File: src/rtl/vbi_data_inserter.sv
module vbi_data_inserter #(
  parameter int DIVW     = 8,
  parameter int CC_DIV   = 53,
  parameter int CGMS_DIV = 59,
  parameter int WSS_DIV  = 5
) (
  input  logic        clk,
  input  logic        rst_n,
  input  logic        wr_en,
  input  logic [2:0]  wr_addr,
  input  logic [13:0] wr_data,
  input  logic        field_start,
  input  logic        line_start,
  input  logic [9:0]  line_num,
  input  logic        field_two,
  output logic        data_valid,
  output logic        bit_level
);
  localparam int FRW = 42;
  localparam int LENW = 6;
  localparam logic [9:0] LN_CC1 = 10'd21,  LN_CC2 = 10'd284;
  localparam logic [9:0] LN_CG1 = 10'd20,  LN_CG2 = 10'd283;
  localparam logic [9:0] LN_WS  = 10'd23;
  localparam logic [LENW-1:0] LEN_CC = 6'd26, LEN_CG = 6'd20, LEN_WS = 6'd42;

  logic [3:0]      ctl_p, ctl_a;
  logic [13:0]     cc1_p, cc1_a, cc2_p, cc2_a, cg_p, cg_a, ws_p, ws_a;
  logic [DIVW-1:0] dcc_p, dcc_a, dcg_p, dcg_a, dws_p, dws_a;

  always_ff @(posedge clk or negedge rst_n) begin
    if (!rst_n) begin
      ctl_p <= '0; cc1_p <= '0; cc2_p <= '0; cg_p <= '0; ws_p <= '0;
      dcc_p <= DIVW'(CC_DIV); dcg_p <= DIVW'(CGMS_DIV); dws_p <= DIVW'(WSS_DIV);
    end else if (wr_en) begin
      case (wr_addr)
        3'd0: ctl_p <= wr_data[3:0];
        3'd1: cc1_p <= wr_data;
        3'd2: cc2_p <= wr_data;
        3'd3: cg_p  <= wr_data;
        3'd4: ws_p  <= wr_data;
        3'd5: dcc_p <= wr_data[DIVW-1:0];
        3'd6: dcg_p <= wr_data[DIVW-1:0];
        default: dws_p <= wr_data[DIVW-1:0];
      endcase
    end
  end

  always_ff @(posedge clk or negedge rst_n) begin
    if (!rst_n) begin
      ctl_a <= '0; cc1_a <= '0; cc2_a <= '0; cg_a <= '0; ws_a <= '0;
      dcc_a <= DIVW'(CC_DIV); dcg_a <= DIVW'(CGMS_DIV); dws_a <= DIVW'(WSS_DIV);
    end else if (field_start) begin
      ctl_a <= ctl_p; cc1_a <= cc1_p; cc2_a <= cc2_p; cg_a <= cg_p; ws_a <= ws_p;
      dcc_a <= dcc_p; dcg_a <= dcg_p; dws_a <= dws_p;
    end
  end

  wire is625 = ctl_a[3];
  wire [13:0] cc_sel = field_two ? cc2_a : cc1_a;

  logic [FRW-1:0] cc_frame, cg_frame, ws_frame;
  logic [5:0] crc;

  assign cc_frame = {16'b0, ~^cc_sel[13:7], cc_sel[13:7], ~^cc_sel[6:0], cc_sel[6:0],
                     10'b1001010101};

  always_comb begin
    logic fb;
    crc = 6'h3F;
    for (int i = 0; i < 14; i++) begin
      fb  = cg_a[i] ^ crc[5];
      crc = {crc[4:0], fb} ^ {4'b0, fb, 1'b0};
    end
    cg_frame = '0;
    cg_frame[13:0] = cg_a;
    for (int k = 0; k < 6; k++) cg_frame[14+k] = crc[5-k];
  end

  always_comb begin
    ws_frame = '0;
    ws_frame[13:0] = {6'b111000, 8'b01010101};
    for (int j = 0; j < 14; j++) begin
      ws_frame[14+2*j] = ws_a[j];
      ws_frame[15+2*j] = ~ws_a[j];
    end
  end

  wire cc_hit = ctl_a[0] & ~is625 &
                ((~field_two & (line_num == LN_CC1)) | (field_two & (line_num == LN_CC2)));
  wire cg_hit = ctl_a[1] & ~is625 &
                ((~field_two & (line_num == LN_CG1)) | (field_two & (line_num == LN_CG2)));
  wire ws_hit = ctl_a[2] & is625 & ~field_two & (line_num == LN_WS);

  logic            busy;
  logic [FRW-1:0]  frame;
  logic [LENW-1:0] remain;
  logic [DIVW-1:0] dcnt, dcur;

  wire load = line_start & ~busy & (cc_hit | cg_hit | ws_hit);

  always_ff @(posedge clk or negedge rst_n) begin
    if (!rst_n) begin
      busy <= 1'b0; frame <= '0; remain <= '0; dcnt <= '0; dcur <= '0;
    end else if (load) begin
      busy <= 1'b1;
      dcnt <= '0;
      if (cc_hit) begin
        frame <= cc_frame; remain <= LEN_CC; dcur <= dcc_a;
      end else if (cg_hit) begin
        frame <= cg_frame; remain <= LEN_CG; dcur <= dcg_a;
      end else begin
        frame <= ws_frame; remain <= LEN_WS; dcur <= dws_a;
      end
    end else if (busy) begin
      if (dcnt == dcur) begin
        dcnt   <= '0;
        frame  <= frame >> 1;
        remain <= remain - 1'b1;
        if (remain == 6'd1) busy <= 1'b0;
      end else begin
        dcnt <= dcnt + 1'b1;
      end
    end
  end

  assign data_valid = busy;
  assign bit_level  = busy & frame[0];


  line_scope_chk: assert property (@(posedge clk) disable iff (!rst_n)
    data_valid |-> (line_num == LN_CC1 || line_num == LN_CC2 || line_num == LN_CG1 ||
                    line_num == LN_CG2 || line_num == LN_WS));


  std625_only_chk: assert property (@(posedge clk) disable iff (!rst_n)
    (data_valid && is625) |-> (line_num == LN_WS && !field_two));


  start_after_strobe_chk: assert property (@(posedge clk) disable iff (!rst_n)
    $rose(data_valid) |-> $past(line_start));


  element_hold_chk: assert property (@(posedge clk) disable iff (!rst_n)
    (busy && $past(busy) && dcnt != '0) |-> $stable(bit_level));


  enabled_only_chk: assert property (@(posedge clk) disable iff (!rst_n)
    $rose(data_valid) |-> $past(ctl_a[2:0] != 3'b000));


  idle_low_chk: assert property (@(posedge clk) disable iff (!rst_n)
    !data_valid |-> !bit_level);
endmodule

File: config.mk
export PLATFORM = sky130hd
export DESIGN_NAME = vbi_data_inserter
export DESIGN_NICKNAME = d
export VERILOG_FILES = /design/src/rtl/vbi_data_inserter.sv
export SDC_FILE = /design/constraint.sdc
export NUM_CORES = 1
export LEC_CHECK = 0
export BUFFER_PORTS_ARGS = -buffer_cell sky130_fd_sc_hd__buf_2
export CAP_MARGIN = 20
export CORE_ASPECT_RATIO = 1.4
export CORE_MARGIN = 3
export CORE_UTILIZATION = 25
export DETAILED_ROUTE_END_ITERATION = 7
export PLACE_DENSITY = 0.43
export SYNTH_ARGS = -nofsm -noshare
export SYNTH_HDL_FRONTEND = slang
export SYNTH_SLANG_ARGS = --single-unit
File: constraint.sdc
create_clock -name clk -period 2.7 [get_ports clk]
set_clock_uncertainty 0.1 [all_clocks]
set_input_delay 0.81 -clock clk [delete_from_list [all_inputs] [get_ports clk]]
set_output_delay 0.81 -clock clk [all_outputs]
set_load 0.01 [all_outputs]
## After elaboration in Yosys (flattened, before gate mapping)

Index checks and enable logic that the tools add are counted.

- Register bits after elaboration: 233
- Latch bits: 0
- Memory bits (writable): 0
- ROM bits: 0
- Input bits: 33
- Output and inout bits: 2
- Memories kept: 0

- $add $sub $neg: 2
- Multipliers: 0
- Divide/modulo/power cells: 0
- Order comparisons: 0
- Equality and inequality tests: 13
- Shifts and indexed selects: 0
- Multiplexer cells: 20
- Bitwise logic cells: 64
- Reduce and logical (&&, ||, !) cells: 15

Operators by type and width:

| kind | number |
|---|---|
| 42-bit two-way mux | 5 |
| 6-bit by 2-bit XOR with 6-bit output | 14 |
| 8-bit two-way mux | 5 |
| 10-bit by 5-bit equality test with 1-bit output (second input constant) | 3 |
| 6-bit two-way mux | 5 |
| 10-bit by 9-bit equality test with 1-bit output (second input constant) | 2 |
| 1-bit inverter | 19 |
| 2-bit AND reduction | 9 |
| 1-bit bitwise AND | 14 |
| 14-bit two-way mux | 1 |
| 7-bit XNOR reduction | 2 |
| 1-bit XOR | 13 |
| 3-bit equality test (second input constant) | 3 |
| 8-bit by 1-bit adder with 8-bit output (second input constant) | 1 |
| 8-bit equality test | 1 |
| 7-bit OR reduction | 1 |
| 3-bit by 2-bit equality test with 1-bit output (second input constant) | 2 |
| 6-bit by 1-bit equality test with 1-bit output (second input constant) | 1 |
| 6-bit by 1-bit subtractor with 6-bit output (second input constant) | 1 |
| 1-bit two-way mux | 4 |
| 1-bit bitwise OR | 4 |
| 2-bit nonzero test | 2 |
| 3-bit by 1-bit equality test with 1-bit output (second input constant) | 1 |
| 3-bit zero test | 1 |

## Logic depth before layout (Yosys ltp)

Gate-level depths: netlist of run 1.

- Depth in word-level cells: 31
- Gate-level depth with buffers: 9

## Worst setup path before layout of run 1

Ideal clock, no wire load.

- Kind: input to register
- Start point: input port line_num[5]
- End point: register frame[8]
- Library setup time: 0.123 ns
- Arrival: 2.420 ns
- Required time: 2.477 ns
- Slack: 0.058 ns
- Stages on the path: 8
- Cell sequence: or4b_4 -> nor3b_2 -> nand3_2 -> and3_1 -> buf_6 -> buf_6 -> a221oi_2 -> nor2_1

- Cells in the longest elaborated chain, start to end: 9
- Elaborated cells on any way between the ends: 23

Ends and longest elaborated chain:

| element | line | text |
|---|---|---|
| start: declaration | 14 | `input logic [9:0] line_num,` |
| 10-bit by 5-bit equality test with 1-bit output (tied with other cells) | 89 | `((~field_two & (line_num == LN_CC1)) \| (field_two & (line_num == LN_CC2)));` |
| 1-bit bitwise AND, on equally long branches | 89, 91 |  |
| 1-bit bitwise OR, on equally long branches | 89, 91 |  |
| 1-bit bitwise AND, on equally long branches | 88, 90 |  |
| 1-bit bitwise OR (2 in series) | 99 | `wire load = line_start & ~busy & (cc_hit \| cg_hit \| ws_hit);` |
| 1-bit bitwise AND | 99 |  |
| 2-bit nonzero test (no line) | -- |  |
| 2-bit AND reduction (no line) | -- |  |
| end signal: assignment | 117 | `frame <= frame >> 1;` |
| end: declaration | 95 | `logic [FRW-1:0] frame;` |

Parallel ways exist; a longest one is shown, timed or not.
A chain may end at the register's enable or synchronous reset.

## Final worst setup path of run 1

- Start point: register busy, in the netlist data_valid
- End point: output port bit_level

- Cells in the longest elaborated chain, start to end: 1

Ends and longest elaborated chain:

| element | line | text |
|---|---|---|
| start: declaration | 94 | `logic busy;` |
| start signal: assignment | 103 | `busy <= 1'b0; frame <= '0; remain <= '0; dcnt <= '0; dcur <= '0;` |
| start signal: assignment | 105 | `busy <= 1'b1;` |
| start signal: assignment | 119 | `if (remain == 6'd1) busy <= 1'b0;` |
| 1-bit bitwise AND | 127 | `assign bit_level = busy & frame[0];` |
| end: declaration | 17 | `output logic bit_level` |

Every way passes these cells.

==> results.toml, run 1 <==
[synthesis]
yosysSeqAreaShare_pct = 56.11
synth_top_area_cell = "dfrtp_1"
postSynthCellCount = 804
synth_area_mm2 = 0.01044
synthesis.nets = 840
ys_warn_count = 0
synth_top_area_share_pct = 50.58
avgSynthCellArea_um2 = 12.99
synth-main-ff-cell = "dfrtp_1"
synth_edf_count = 0
synth_cell_types = 65
ys_async_sr_fraction_pct = 100.0
synth_area_leaders = "dfrtp_1, mux2_2, dfstp_2"
ys_ff_latch = 233

[detailed_routing]
first_pass_iters = 5
wl_met1_um = 11700
ant_nets = 0
routed.top_layer = "met4"
routedWlPerCell_um = 18.79
routed-wl-met3_um = 772
drc = 0
drt_wl_total_um = 27240
vias_per_cell = 4.569
vias = 6625
drt_iter0_drc = 253
wl_met2_um = 14380

[floorplan]
initial_core_util_pct = 25.64
io_pins = 35
rows = 87
floorplan.die_area_mm2 = 0.04428
fp.dieW_um = 178.7
die_y_um = 247.8
coreArea_mm2 = 0.04071

[cts]
cts_buffers = 25
path_clk_slew_ns = 0.07
htree_levels = 1
ctsResizeCount = 0
root_buffer = "clkbuf_16"
hold_buffers = 0
cts_tree = "done"
worst_skew_pair.late_latency_ns = 0.53
cts_sinks = 233
cts_max_path_buffers = 3
post_cts_buffers = 0

[cells_and_area]
layout_common_cells = "dfrtp_1, mux2_2, buf_4"
synthToLayoutAreaGrowth_pct = 21.50
fin_nets = 936
diodes = 0
final_area_mm2 = 0.01268
drive_above_1_share_pct = 40.61
final_common_cell = "dfrtp_1"

[global_route]
grt.total_usage_pct = 12.67
grt_max_degree = 60
gr-total-overflow = 0
antenna_found_initial = 0
grt_pass1_wl_um = 43220
grt_pass1_vias = 7045

[worst_setup_path]
worstSetupStartpointType = "register"
slowest_delay_ns = 0.41
critPathRequiredTime_ns = 1.79
cpMaxStageDelayCell = "dfrtp_1"
crit_path_end_kind = "output port"
critPathArrivalTime_ns = 1.63
worstSetupPathType = "reg -> out"
rrSetupSlack_ns = 0.23
timing.rr.start = "dcnt[6]"
crit_chain = "buf_4 -> and2_1 -> buf_2"
rr_endpoint = "frame[28]"
cp_num_buf_inv = 2
reg2reg_depth = 7
path_max_fanout = 24
critPathTopFamily = "buffers and inverters"
crit_cells = 3

[place]
port_buffers = 34
hpwl_um = 19660
dp_worst_setup_slack_ns = -0.2803
gp_congestion = 0.7950
placed_cell_area_mm2 = 0.01186

[job]
max-cap-violations = 0

[run_status]
status = "finished, final reports clean"

[timing]
finalSetupViolations = 0
hold_viol = 0
layout_min_cycle_time_ns = 2.541
max_slew_margin_pct = 63.28
rsz0062_at_grt = "false"
final_max_slew_viol_count = 0
fmax_ghz = 0.3935
setup_ws_ns = 0.1586
post-route-period-util_pct = 94.13
tightest_slew_ns = 0.5487

[worst_hold_path]
hold_path.class = "in -> async"

[power_and_ir_drop]
ir_worst_vdd_v = 0.0003683
pwr_density_cell_mw_per_mm2 = 770.5
p_leak_uw = 0.005495
layout make-up:
class | count | area [µm²]
Clock buffer | 34 | 719.4
Clock inverter | 9 | 102.6
Fill cell | 4176 | 28030
Inverter | 7 | 26.28
Multi-Input combinational cell | 525 | 4397
Sequential cell | 233 | 5858
Tap cell | 534 | 668.1
Timing Repair Buffer | 108 | 913.4
metrics by stage:
step	util [%]	TNS [ns]	hold WS (ns)	total power, µW	instances
final	31.16	0	0.1366	9773	1450
after floorplan	-	0	0.3476	5746	804
after CTS	31.16	0	0.1347	9965	1450
after global placement	29.14	-5.075	0.3630	6385	1407
after global routing	31.16	0	0.1547	10290	1450
after detailed placement	29.14	-5.979	0.3714	6422	1407
kinds of logic (layout without fill, tap and decap cells):
| family | Yosys count | in the layout | share of synthesized area [%] |
|---|---|---|---|
| compound gates | 114 | 114 | 8.006 |
| flops | 233 | 233 | 56.11 |
| fa+ha+maj | 3 | 3 | 0.3596 |
| simple gates | 153 | 153 | 7.479 |
| xor+xnor | 51 | 51 | 4.410 |
| buf+inv | 46 | 158 | 1.966 |
| mux | 204 | 204 | 21.67 |
cells in the mapped netlist, drive strengths merged (2+ instances only):
cell type / number
nand2b: 7
a22o: 2
o221ai: 3
a31oi: 6
inv: 7
nand3: 9
and3: 3
xor2: 20
a222oi: 7
o22a: 2
dfstp: 22
a21boi: 2
nor2: 60
and4: 2
xnor2: 30
or4b: 2
nor4b: 2
mux2: 176
nor4: 2
nand4: 5
ha: 3
nand4b: 3
nor3: 7
mux2i: 28
clkbuf: 20
a21o: 2
nand2: 37
nor2b: 2
a21oi: 30
nor3b: 4
dfrtp: 211
a221oi: 15
and2: 2
buf: 19
o21ai: 22
a22oi: 4
a211o: 2
o22ai: 10
report_power, final:
| group | switching [µW] | total [µW] | internal (µW) |
|---|---|---|---|
| Sequential | 458 | 4620 | 4160 |
| Combinational | 706 | 1690 | 979 |
| Clock | 1410 | 3460 | 2050 |
registers in the layout, indices dropped and copies added (netlist names), 8 cells and up:
name   flops
dcnt       8
ws_a      14
frame     42
cg_p      14
cc2_p     14
ws_p      14
dws_a      8
dws_p      8
dcg_a      8
cc1_a     14
cc1_p     14
dcur       8
dcc_a      8
dcg_p      8
cg_a      14
cc2_a     14
dcc_p      8
layer usage:
metal	vias up	GRT usage, %
met4	0	2.821
met2	81	23.08
met5	-	0
met3	26	1.561
li1	3103	-
met1	3415	15.93
worst max-delay path by stage:
stage / startpoint / endpoint / slack, ns
finish: data_valid / bit_level / 0.16
global route: dcnt[6] / frame[26] / 0.06
CTS: data_valid / bit_level / 0.09
detailed placement: line_num[5] / frame[24] / -0.28
global placement: line_num[5] / frame[24] / -0.26
floorplan: line_num[5] / frame[8] / 0.06
worst register-to-register path, delay by kind of cell, from the launching register on:
family                 cells  cell delay [ns]
AND/OR/NAND/NOR            4             1.24
AO/OA/AOI/OAI              1             0.20
flip-flops                 1             0.42
buffers and inverters      1             0.20
XOR/XNOR                   1             0.18
No activity file was read; power rests on OpenSTA's default activity.
==> run 2: changes to the inputs <==
--- a/config.mk
+++ b/config.mk
@@ -5,6 +5,7 @@
 export SDC_FILE = /design/constraint.sdc
 export NUM_CORES = 1
 export LEC_CHECK = 0
+export ABC_AREA = 1
 export BUFFER_PORTS_ARGS = -buffer_cell sky130_fd_sc_hd__buf_2
 export CAP_MARGIN = 20
 export CORE_ASPECT_RATIO = 1.4
==> results.toml, run 2 <==
[cts]
root_buffer = "clkbuf_16"
path_clk_slew_ns = 0.06
ctsResizeCount = 0
htree_levels = 1
cts_tree = "done"
cts_sinks = 233
post_cts_buffers = 0
hold_buffers = 0
cts_max_path_buffers = 3
cts_buffers = 25
worst_skew_pair.late_latency_ns = 0.53

[worst_setup_path]
path_max_fanout = 28
critPathArrivalTime_ns = 1.51
cpMaxStageDelayCell = "buf_4"
critPathTopFamily = "buffers and inverters"
worstSetupPathType = "reg -> out"
worstSetupStartpointType = "register"
slowest_delay_ns = 0.35
cp_num_buf_inv = 3
crit_path_end_kind = "output port"
critPathRequiredTime_ns = 1.79
crit_chain = "buf_4 -> nand2_1 -> inv_1 -> buf_2"

[global_route]
grt_pass1_vias = 8661
gr-total-overflow = 0
grt_max_degree = 55
grt_pass1_wl_um = 49740
antenna_found_initial = 0
grt.total_usage_pct = 13.53

[detailed_routing]
first_pass_iters = 6
vias = 8542
drt_wl_total_um = 30430
drt_iter0_drc = 414
routedWlPerCell_um = 15.95
drc = 0
ant_nets = 0
vias_per_cell = 4.479

[floorplan]
floorplan.die_area_mm2 = 0.04601
rows = 89
coreArea_mm2 = 0.04254
initial_core_util_pct = 25.53
io_pins = 35
fp.dieW_um = 182.2
die_y_um = 252.6

[power_and_ir_drop]
pwr_density_cell_mw_per_mm2 = 707.3
ir_worst_vdd_v = 0.0004372
p_leak_uw = 0.006073

[timing]
rsz0062_at_grt = "false"
fmax_ghz = 0.4135
hold_viol = 0
max_slew_margin_pct = 56.49
finalSetupTns_ns = 0
final_max_slew_viol_count = 0
whs_ns = 0.07141
tightest_slew_ns = 0.6459
finalSetupViolations = 0
layout_min_cycle_time_ns = 2.418
post-route-period-util_pct = 89.57

[cells_and_area]
diodes = 0
layout_common_cells = "nand2_1, dfrtp_1, o21ai_0"
final_common_cell = "nand2_1"
largest_reg_flops = 42
fin_nets = 1380
utilization_pct = 30.10
multiInputGateArea_mm2 = 0.004195
drive_above_1_share_pct = 16.16
register_area_mm2 = 0.005858
fillers = 4584
top_register = "frame"
synthToLayoutAreaGrowth_pct = 17.89

[place]
hpwl_um = 21810
gp_congestion = 0.8117
port_buffers = 34

[synthesis]
ys_async_sr_fraction_pct = 100.0
avgSynthCellArea_um2 = 8.478
synth_area_leaders = "dfrtp_1, nand2_1, o21ai_0"
synth-main-ff-cell = "dfrtp_1"
postSynthCellCount = 1281
synth.most_common_cell = "nand2_1"
synthesis.nets = 1317
synth_edf_count = 0
synth_cell_types = 43
yosysSeqAreaShare_pct = 53.94
ys_ff_latch = 233
ys_warn_count = 0
synth_top_area_share_pct = 48.62
synth_top_area_cell = "dfrtp_1"
synth_area_mm2 = 0.01086
synth_common_cells = "nand2_1, dfrtp_1, o21ai_0"

[job]
max-cap-violations = 0

[run_status]
status = "finished, final reports clean"

[worst_hold_path]
hold_path.class = "in -> async"
[run 2: worst paths after layout]
| check | startpoint | end | slack (ns) | depth (start not counted) |
|---|---|---|---|---|
| setup / recovery | data_valid | bit_level | 0.28 | 4 |
| hold / removal | rst_n | frame[31] | 0.07 | 1 |
| setup reg to reg | dcnt[2] | dcnt[6] | 0.35 | 10 |
| hold reg to reg | cc1_p[8] | cc1_a[8] | 0.38 | 2 |
| max in group asynchronous | rst_n | cc2_a[1] | 1.72 | 2 |
| min in group clk | cc1_p[8] | cc1_a[8] | 0.38 | 2 |
[run 2: per-layer routing]
metal  GRT usage, %  wire length, µm  vias up
li1               -                -     4271
met1          17.32            13580     4127
met2          24.12            15380      111
met3          1.598              850       33
met4          3.702              617        0
met5              0                0        -
[run 2: logic make-up (layout without fill, tap and decap cells)]
logic type               Yosys count  after routing  synth area share [%]
AND/OR/NAND/NOR                  560            560                 21.49
adder cells (fa/ha/maj)            3              3                0.3457
multiplexers                      24             24                 2.488
AO/OA/AOI/OAI                    259            259                 13.18
flip-flops                       233            233                 53.94
XOR/XNOR                          14             14                 1.129
buffers and inverters            188            268                 7.431
[run 2: cell type report]
cell class	instances	share of cell area, %
flip-flops and latches	233	45.75
clock buffers	36	5.678
clock inverters	8	0.7622
well taps	546	5.336
repair buffers	93	5.863
inverters	131	3.841
multi-input cells	860	32.77
[run 2: metrics by stage]
stage | power (µW) | instance area, µm² | instances | setup WS (ns)
6_report | 9056 | 12800 | 1907 | 0.2816
5_1_grt | 9615 | 12800 | 1907 | 0.1649
3_5_place_dp | 5660 | 11980 | 1863 | -0.1282
3_3_place_gp | 5626 | 11980 | 1863 | -0.08180
2_1_floorplan | 5122 | 10860 | 1281 | 0.4055
4_1_cts | 9216 | 12800 | 1907 | 0.2214
[run 2: power by group]
| group | switching, µW | internal (µW) | total (µW) |
|---|---|---|---|
| registers | 262 | 4020 | 4280 |
| clock network | 1420 | 2060 | 3480 |
| logic | 793 | 500 | 1290 |
[run 2: worst reg2reg max path, cell delays in order, from the launching register on]
cell and delay (ns):
dfrtp_1 0.44, or2_2 0.31, nand4_1 0.07, nor2_1 0.06, nand2_1 0.14, inv_1 0.12
nand2_2 0.18, nand2_2 0.18, inv_2 0.34, o21ai_0 0.17, a21oi_1 0.15
==> run 3: changes to the inputs <==
==> constraint.sdc (replaced) <==
create_clock -name clk -period 2.47 [get_ports clk]
set_clock_uncertainty 0.1 [all_clocks]
set_input_delay 0.741 -clock clk [delete_from_list [all_inputs] [get_ports clk]]
set_output_delay 0.741 -clock clk [all_outputs]
set_load 0.01 [all_outputs]
==> results.toml, run 3 (synthesized netlist as in run 2, its figures left out) <==
[run_status]
status = "finished, final reports clean"

[power_and_ir_drop]
p_comb_share_pct = 14.6
pwr-share-clk_pct = 38.3
ir_worst_vdd_v = 0.0004755
p_leak_uw = 0.006216
pwr_density_cell_mw_per_mm2 = 761.7
pwr-share-seq_pct = 47.1
switchingPower_uw = 2724
p_total_uw = 9937
swShare_pct = 27.41
p_int_uw = 7213

[floorplan]
io_pins = 35
rows = 89
die_y_um = 252.6
coreArea_mm2 = 0.04254
initial_core_util_pct = 25.53
fp.dieW_um = 182.2
floorplan.die_area_mm2 = 0.04601

[detailed_routing]
ant_nets = 0
drc = 0
first_pass_iters = 5
routed-wl-met3_um = 748
vias_per_cell = 4.402
wl_met2_um = 15680
wl_met1_um = 13720
vias = 8514
routedWlPerCell_um = 15.86
routed.top_layer = "met4"
drt_wl_total_um = 30680
drt_iter0_drc = 431

[worst_setup_path]
path_max_fanout = 19
critPathRequiredTime_ns = 2.84
critPathLaunch = "dcnt[1]"
worstSetupPathType = "reg -> reg"
critPathArrivalTime_ns = 2.57
timing.rr.start = "dcnt[1]"
crit_path_end_kind = "register"
worstSetupStartpointType = "register"

[global_route]
gr-total-overflow = 0
grt_pass1_wl_um = 49620
grt_max_degree = 64
grt_pass1_vias = 8619
grt.total_usage_pct = 13.57
antenna_found_initial = 0

[place]
port_buffers = 34
gp_congestion = 0.8010
hpwl_um = 22470
dp_worst_setup_slack_ns = -0.2382

[timing]
fmax_ghz = 0.4548
finalSetupTns_ns = 0
tightest_slew_ns = 0.6113
rsz0062_at_grt = "false"
final_max_slew_viol_count = 0
setup_ws_ns = 0.2714
layout_min_cycle_time_ns = 2.199
whs_ns = 0.3271
hold_viol = 0
max_slew_margin_pct = 59.15
finalSetupViolations = 0
post-route-period-util_pct = 89.01

[cts]
htree_levels = 1
post_cts_buffers = 0
cts_max_path_buffers = 3
root_buffer = "clkbuf_16"
cts_sinks = 233
cts_tree = "done"
worst_skew_pair.late_latency_ns = 0.54
path_clk_slew_ns = 0.06
cts_buffers = 25

[cells_and_area]
fillers = 4627
largest_reg_flops = 42
diodes = 0
layout_common_cells = "nand2_1, dfrtp_1, o21ai_0"
top_register = "frame"
utilization_pct = 30.67
synthToLayoutAreaGrowth_pct = 20.13
final_common_cell = "nand2_1"
drive_above_1_share_pct = 17.80
fin_nets = 1407

[worst_hold_path]
hold_path.class = "in -> reg"
min_from = "wr_data[6]"

[job]
max-cap-violations = 0
run 3: cell count changes in the layout (fill, tap and decap cells not counted), sizes merged:
cell | before | now
buf | 93 | 119
clkbuf | 36 | 35
clkinv | 5 | 6
clkinvlp | 0 | 1
dlygate4sd3 | 0 | 1
inv | 132 | 131
run 3: final timing paths:
check                                  to  slack [ns]  cells past startpoint
min in group asynchronous       frame[31]        0.58                      2
worst max register to register    dcnt[3]        0.27                     11
worst min register to register   cc1_a[3]        0.38                      2
worst min-delay path             dws_p[6]        0.33                      3
worst max-delay path              dcnt[3]        0.27                     11
max in group asynchronous        dcc_a[0]        1.01                      3
run 3: final cells by class:
| type | instances | area [µm²] | area share, % |
|---|---|---|---|
| Multi-Input combinational cell | 860 | 4195 | 32.16 |
| Tap cell | 546 | 683.2 | 5.236 |
| Clock buffer | 35 | 723.2 | 5.543 |
| Clock inverter | 9 | 101.3 | 0.7768 |
| Inverter | 131 | 491.7 | 3.769 |
| Timing Repair Buffer | 120 | 993.5 | 7.615 |
| Sequential cell | 233 | 5858 | 44.90 |
run 3: metrics by stage:
stage	instances	cell area, µm²
after floorplan	1281	10860
final	1934	13050
after detailed placement	1889	12210
after CTS	1934	13050
after global placement	1889	12210
after global routing	1934	13050
run 3: repair_timing:
action | 4_1_cts | 5_1_grt
endpoints found under the hold margin | 30 | 0
hold buffers | 1 | 0
gates resized for setup | 0 | 0
run 3: layer usage:
| metal | vias to the layer above | track usage [%] |
|---|---|---|
| li1 | 4316 | - |
| met4 | 0 | 3.267 |
| met3 | 32 | 1.526 |
| met2 | 97 | 24.44 |
| met5 | - | 0 |
| met1 | 4069 | 17.37 |
run 3: worst max-delay path, stage by stage, from the launching register on:
cell	delay, ns
dfrtp_1	0.37
inv_1	0.08
or2_2	0.27
nand4_1	0.11
nor2_1	0.05
nand2_1	0.17
inv_1	0.13
nand2_2	0.10
nand2_2	0.13
inv_2	0.33
o21ai_0	0.15
a21oi_1	0.14
run 3: power by group through the flow:
| stage | Sequential, µW | Clock, µW | Combinational (µW) |
|---|---|---|---|
| finish | 4680 | 3800 | 1450 |
| global route | 4750 | 4090 | 1700 |
| CTS | 4690 | 3940 | 1490 |
| detailed placement | 4760 | 0 | 1480 |
| global placement | 4750 | 0 | 1450 |
| floorplan | 4650 | 0 | 949 |
